`src/rtl/crt_pkg.sv`:
```
package crt_pkg;
    localparam int CNT_W  = 16;
    localparam int ADDR_W = 3;
    localparam int NEVT   = 2;

    typedef enum logic [ADDR_W-1:0] {
        A_RELOAD = 3'd0,
        A_CAPT   = 3'd1,
        A_CTRL   = 3'd2,
        A_STAT   = 3'd3,
        A_COUNT  = 3'd4
    } reg_addr_e;

    // Mode select {high, low}
    localparam logic [1:0] MODE_SOFT  = 2'b00;
    localparam logic [1:0] MODE_EVENT = 2'b10;

    // Status bit positions
    localparam int ST_FLAG_A = 0;
    localparam int ST_ERR_A  = 1;
    localparam int ST_FLAG_B = 2;
    localparam int ST_ERR_B  = 3;
endpackage

```
`src/rtl/crt_edge_sync.sv`:
```
// Synchronizes NIN asynchronous event inputs through STAGES flops each and
// emits a one-cycle pulse on each synchronized rising edge.
// Assumes inputs are slower than the clock (each level lasts > STAGES+1 cycles).
module crt_edge_sync #(
    parameter int NIN    = 2,
    parameter int STAGES = 2
) (
    input  logic           clk,
    input  logic           rst_n,
    input  logic [NIN-1:0] pins,
    output logic [NIN-1:0] pulse
);
    localparam int SH_W = STAGES + 1;

    for (genvar g = 0; g < NIN; g++) begin : g_ch
        logic [SH_W-1:0] sh;

        // Shift the raw input through the synchronizer plus one history flop
        always_ff @(posedge clk) begin
            if (!rst_n) sh <= '0;
            else        sh <= {sh[SH_W-2:0], pins[g]};
        end

        assign pulse[g] = sh[STAGES-1] & ~sh[STAGES];
    end
endmodule

```
`src/rtl/crt_evt_status.sv`:
```
// Flag and overrun-error pair for one event input.
// An event sets the flag when it is clear, otherwise the error bit.
// A clear request wins over a same-cycle event.
module crt_evt_status (
    input  logic clk,
    input  logic rst_n,
    input  logic evt,
    input  logic clr_flag,
    input  logic clr_err,
    output logic flag,
    output logic err
);
    // Update the flag bit
    always_ff @(posedge clk) begin
        if (!rst_n)            flag <= 1'b0;
        else if (clr_flag)     flag <= 1'b0;
        else if (evt && !flag) flag <= 1'b1;
    end

    // Update the overrun error bit
    always_ff @(posedge clk) begin
        if (!rst_n)           err <= 1'b0;
        else if (clr_err)     err <= 1'b0;
        else if (evt && flag) err <= 1'b1;
    end
endmodule

```
`src/rtl/crt_counter.sv`:
```
// Down counter with parallel load and a capture register.
// Load has priority over decrement. When wrap_en is low the count floors at
// zero. Capture samples the pre-edge count.
module crt_counter #(
    parameter int W = 16
) (
    input  logic         clk,
    input  logic         rst_n,
    input  logic         load,
    input  logic [W-1:0] load_val,
    input  logic         dec,
    input  logic         wrap_en,
    input  logic         cap_en,
    output logic [W-1:0] cnt,
    output logic [W-1:0] cap
);
    logic at_zero;
    assign at_zero = (cnt == '0);

    // Counter: load, else decrement (floor or wrap at zero)
    always_ff @(posedge clk) begin
        if (!rst_n)                        cnt <= '0;
        else if (load)                     cnt <= load_val;
        else if (dec && (!at_zero || wrap_en)) cnt <= cnt - 1'b1;
    end

    // Capture register: snapshot of the current count
    always_ff @(posedge clk) begin
        if (!rst_n)      cap <= '0;
        else if (cap_en) cap <= cnt;
    end
endmodule

```
`src/rtl/cap_reload_timer.sv`:
```
// Capture-reload down-counter timer with two event inputs and a register bus.
// Assumes a single synchronous bus: writes act at the clock edge where
// bus_we is high; reads are combinational.
module cap_reload_timer
    import crt_pkg::*;
(
    input  logic              clk,
    input  logic              rst_n,
    input  logic              bus_we,
    input  logic [ADDR_W-1:0] bus_addr,
    input  logic [CNT_W-1:0]  bus_wdata,
    output logic [CNT_W-1:0]  rd_data,
    input  logic              evt_a_in,
    input  logic              evt_b_in
);
    logic             run_q;
    logic [1:0]       mode_q;
    logic [CNT_W-1:0] reload_q;
    logic             counting_q;
    logic [CNT_W-1:0] cnt;
    logic [CNT_W-1:0] cap_q;
    logic [NEVT-1:0]  ev_pulse;
    logic [3:0]       stat;

    logic ctrl_wr, reload_wr, stat_wr;
    logic run_set, run_clr;
    logic mode_ok, active;
    logic evt_a, evt_b;
    logic soft_load, hw_load, load;
    logic cap_en, dec;
    logic [3:0] clr;

    assign ctrl_wr   = bus_we && (bus_addr == A_CTRL);
    assign reload_wr = bus_we && (bus_addr == A_RELOAD);
    assign stat_wr   = bus_we && (bus_addr == A_STAT);
    assign run_set   = ctrl_wr && bus_wdata[0] && !run_q;
    assign run_clr   = ctrl_wr && !bus_wdata[0];
    assign clr       = stat_wr ? bus_wdata[3:0] : 4'b0;

    assign mode_ok = (mode_q == MODE_SOFT) || (mode_q == MODE_EVENT);
    assign active  = run_q && mode_ok;
    assign evt_a   = active && ev_pulse[0];
    assign evt_b   = active && ev_pulse[1];

    assign soft_load = run_set && (bus_wdata[2:1] == MODE_SOFT);
    assign hw_load   = evt_b && (mode_q == MODE_EVENT);
    assign load      = soft_load || hw_load;
    assign cap_en    = evt_b && ((mode_q == MODE_SOFT) || (!stat[ST_FLAG_B] && !stat[ST_ERR_B]));
    assign dec       = active && counting_q;

    // Control register: run bit and mode select
    always_ff @(posedge clk) begin
        if (!rst_n) begin
            run_q  <= 1'b0;
            mode_q <= MODE_SOFT;
        end else if (ctrl_wr) begin
            run_q  <= bus_wdata[0];
            mode_q <= bus_wdata[2:1];
        end
    end

    // Reload register
    always_ff @(posedge clk) begin
        if (!rst_n)         reload_q <= '0;
        else if (reload_wr) reload_q <= bus_wdata;
    end

    // Counting enable: starts on any restart, stops when run is cleared
    always_ff @(posedge clk) begin
        if (!rst_n)       counting_q <= 1'b0;
        else if (run_clr) counting_q <= 1'b0;
        else if (load)    counting_q <= 1'b1;
    end

    crt_edge_sync #(.NIN(NEVT), .STAGES(2)) u_sync (
        .clk   (clk),
        .rst_n (rst_n),
        .pins  ({evt_b_in, evt_a_in}),
        .pulse (ev_pulse)
    );

    crt_counter #(.W(CNT_W)) u_cnt (
        .clk      (clk),
        .rst_n    (rst_n),
        .load     (load),
        .load_val (reload_q),
        .dec      (dec),
        .wrap_en  (mode_q == MODE_EVENT),
        .cap_en   (cap_en),
        .cnt      (cnt),
        .cap      (cap_q)
    );

    logic [NEVT-1:0] st_evt;
    assign st_evt = {evt_b, evt_a};

    for (genvar g = 0; g < NEVT; g++) begin : g_st
        crt_evt_status u_st (
            .clk      (clk),
            .rst_n    (rst_n),
            .evt      (st_evt[g]),
            .clr_flag (clr[2*g]),
            .clr_err  (clr[2*g+1]),
            .flag     (stat[2*g]),
            .err      (stat[2*g+1])
        );
    end

    // Read multiplexer
    always_comb begin
        rd_data = '0;
        case (bus_addr)
            A_RELOAD: rd_data = reload_q;
            A_CAPT:   rd_data = cap_q;
            A_CTRL:   rd_data = {{(CNT_W-3){1'b0}}, mode_q, run_q};
            A_STAT:   rd_data = {{(CNT_W-4){1'b0}}, stat};
            A_COUNT:  rd_data = cnt;
            default:  rd_data = '0;
        endcase
    end
endmodule

```
`config.mk`:
```
export PLATFORM = sky130hd
export DESIGN_NAME = cap_reload_timer
export DESIGN_NICKNAME = d
export VERILOG_FILES = /design/src/rtl/crt_pkg.sv /design/src/rtl/crt_edge_sync.sv /design/src/rtl/crt_evt_status.sv /design/src/rtl/crt_counter.sv /design/src/rtl/cap_reload_timer.sv
export SDC_FILE = /design/constraint.sdc
export NUM_CORES = 1
export LEC_CHECK = 0
export CORE_MARGIN = 2
export CORE_UTILIZATION = 68
export DETAILED_ROUTE_END_ITERATION = 7
export DONT_BUFFER_PORTS = 1
export PLACE_DENSITY = 0.88
export SYNTH_ARGS = -nofsm -noshare
export SYNTH_HDL_FRONTEND = slang
export SYNTH_HIERARCHICAL = 1
export SYNTH_SLANG_ARGS = --single-unit
```
`constraint.sdc`:
```
create_clock -name clk -period 4.5 [get_ports clk]
set_input_delay 0.225 -clock clk [delete_from_list [all_inputs] [get_ports clk]]
set_output_delay 0.225 -clock clk [all_outputs]
set_load 0.05 [all_outputs]
```
==> flow_metrics.py <==
metrics = {
    "clocking": {
        "root_buffer": "clkbuf_8",
        "clk_pin_slew_ps": 70,
        "cts_tree": "yes",
        "cts.sinks": 62,
        "cts-buffers-inserted": 9,
        "h-tree-depth": 3,
        "post_cts_buffers": 0,
        "clk_latency_ps": 350,
        "clk_path_buf_depth": 2,
        "postCtsHoldBufs": 1,
        "cts.repair.resized": 0,
    },
    "synthesis": {
        "syn-instance-count": 376,
        "synth_top_area_share": 0.375,
        "yosysTopAreaCell": "dfxtp_1",
        "synth_edf_count": 0,
        "ys_warn_count": 6,
        "ys_types": 56,
        "synthArstFlopShare": 0,
        "ys_seq_elements": 62,
        "synth_area_leaders": "dfxtp_1 37%, mux2i_1 10%, nand2_1 6.7%",
        "synth-seq-area-share": 0.375,
        "syn_avg_cell_area_um2": 8.81,
        "syn-cell-area_um2": 3310,
        "synth_fp_nets": 401,
        "ys.flop_type": "dfxtp_1",
    },
    "global_route": {
        "grt_max_degree": 62,
        "grt_overflow": 0,
        "antenna_found_initial": 0,
        "grt_use_total": 0.315,
        "grt_pass1_wl_um": 12800,
        "grt_pass1_vias": 2630,
    },
    "drt": {
        "wirelength_um": 7920,
        "vias": 2751,
        "detail_route.wl_per_cell_um": 18.1,
        "drtIter0Drc": 302,
        "viasPerCell": 6.30,
        "drtAntennaViolNets": 0,
        "remaining_drc_errors": 0,
        "first_pass_iters": 4,
    },
    "finish": {
        "final_cell_mix": "62 x dfxtp_1, 59 x nand2_1, 34 x mux2i_1, 28 x a21oi_1, 21 x nor2b_1",
        "final-seq-area_um2": 1240,
        "area_delta_synth_final_pct": 5.25,
        "stdcell_count": 437,
        "final_common_cell": "dfxtp_1",
        "final_core_util": 0.738,
        "drive_above_1_share": 0.119,
        "antenna_cells": 0,
        "multi_input_area_um2": 1910,
        "fillers": 360,
        "fin_nets": 390,
    },
    "floorplan": {
        "die_h_um": 73.8,
        "core.rowCount": 25,
        "dieArea_um2": 5440,
        "initial_core_util": 0.701,
        "io_pins": 40,
        "chipWidth_um": 73.8,
        "core_area_um2": 4720,
    },
    "sta": {
        "fmax_ghz": 0.344,
        "finalSetupTns_ps": 0,
        "hold_violations": 0,
        "hold_ws_ps": 1.16,
        "rsz0062_at_grt": "no",
        "finalSetupViolations": 0,
        "tightest_slew_ps": 1170,
        "fin_crit_ps": 2910,
        "skew_ps": 4.31,
        "setup_slack_ps": 1590,
        "drv_slew": 0,
        "fin_crit_sh": 0.647,
        "slew_headroom": 0.215,
    },
    "placement": {
        "dp.cells": 418,
        "gp_congestion": 0.924,
        "pre_cts_slack_ps": 1770,
        "place.port_buffers": 0,
        "dp_hpwl_um": 5170,
    },
    "setup_path": {
        "crit_path_end_kind": "flip-flop",
        "worstSetupPathType": "reg -> reg",
        "reg2reg_slack_ps": 1590,
        "worstPathMaxFanout": 27,
        "worstPathRequired_ps": 4740,
        "worstPathCellList": "or4b_1 -> o21ai_1 -> clkinv_1 -> nand3_1 -> a21boi_0 -> a41o_1",
        "slowest_stage": "clkinv_1",
        "critPathLaunchType": "flip-flop",
        "arrival_ps": 3150,
        "cp_top_family": "compound AO/OA/AOI/OAI gates",
        "cp_num_buf_inv": 1,
        "slowest_delay_ps": 730,
    },
    "power": {
        "peakVddDrop_uv": 253,
        "powerDensity_nw_per_um2": 314,
        "p_leak_uw": 0.00118,
    },
    "min_path": {
        "hold_class": "in -> reg",
    },
    "flow_run": {
        "cap_violations": 0,
    },
    "status": {
        "status": "finished, final reports clean",
    },
}
## final timing paths
| path | startpoint | end | cells after the start |
|---|---|---|---|
| setup / recovery | run_q | u_cnt/cnt[14] | 6 |
| hold / removal | evt_a_in | u_sync/g_ch[0].sh[0] | 1 |
| setup reg to reg | run_q | u_cnt/cnt[14] | 6 |
| hold reg to reg | u_sync/g_ch[0].sh[1] | u_sync/g_ch[0].sh[2] | 1 |
## cell usage after synthesis, drive strengths merged (2+ instances only)
master	n
dfxtp	62
nand2	59
mux2i	34
a21oi	29
nor2b	21
a21boi	20
clkbuf	14
o21ai	14
and2	13
or2	12
buf	11
nor2	11
xnor2	10
inv	6
a211oi	4
nand3	4
nor3	4
nor3b	4
a31oi	3
nand2b	3
nor4b	3
o31ai	3
a2111oi	2
a311o	2
nand3b	2
nand4b	2
nor4	2
o211a	2
or3	2
or4b	2
## sequential cells by signal, summed over array words and instances, names as in the netlist
register / count
u_cnt/cnt: 16
reload_q: 16
u_cnt/cap: 16
u_sync/g_ch.sh: 6
g_st.u_st/flag: 2
g_st.u_st/err: 2
run_q: 1
counting_q: 1
mode_q: 2
## stage by stage
stage / area (µm²) / total power (µW)
floorplan: 3310 / 631
global placement: 3270 / 620
detailed placement: 3270 / 623
CTS: 3470 / 1090
global route: 3490 / 1120
finish: 3490 / 1090
## logic make-up (layout without fill, tap and decap cells)
family	Yosys count	after routing	synth area share
buf+inv	32	26	0.0487
compound gates	84	84	0.168
mux	35	35	0.110
fa+ha+maj	1	1	0.00378
flops	62	62	0.375
simple gates	151	151	0.266
xor+xnor	11	11	0.0291
## where the power goes
group          switching [µW]  internal (µW)
Clock                     226            253
Sequential               6.93            555
Combinational            25.7           25.7
Total                     259            835
## per-layer routing
layer	up-vias	wire length (µm)	global-route usage
met2	119	3840	0.505
li1	1287	-	-
met3	19	595	0.0686
met1	1326	3270	0.405
met4	0	218	0.141
met5	-	0	0
## worst reg2reg max path, stage by stage (launching register included)
cell,delay [ps]
dfxtp_1,360
or4b_1,510
o21ai_1,540
clkinv_1,730
nand3_1,310
a21boi_0,130
a41o_1,220
## cell type report
type / instances / area share
clock buffer: 10 / 0.0366
clock inverter: 6 / 0.0179
inverter: 7 / 0.00754
multi-input combinational: 282 / 0.549
sequential: 62 / 0.356
tap: 67 / 0.0240
timing repair buffer: 3 / 0.00861
Power figures use the tool's default switching activity.
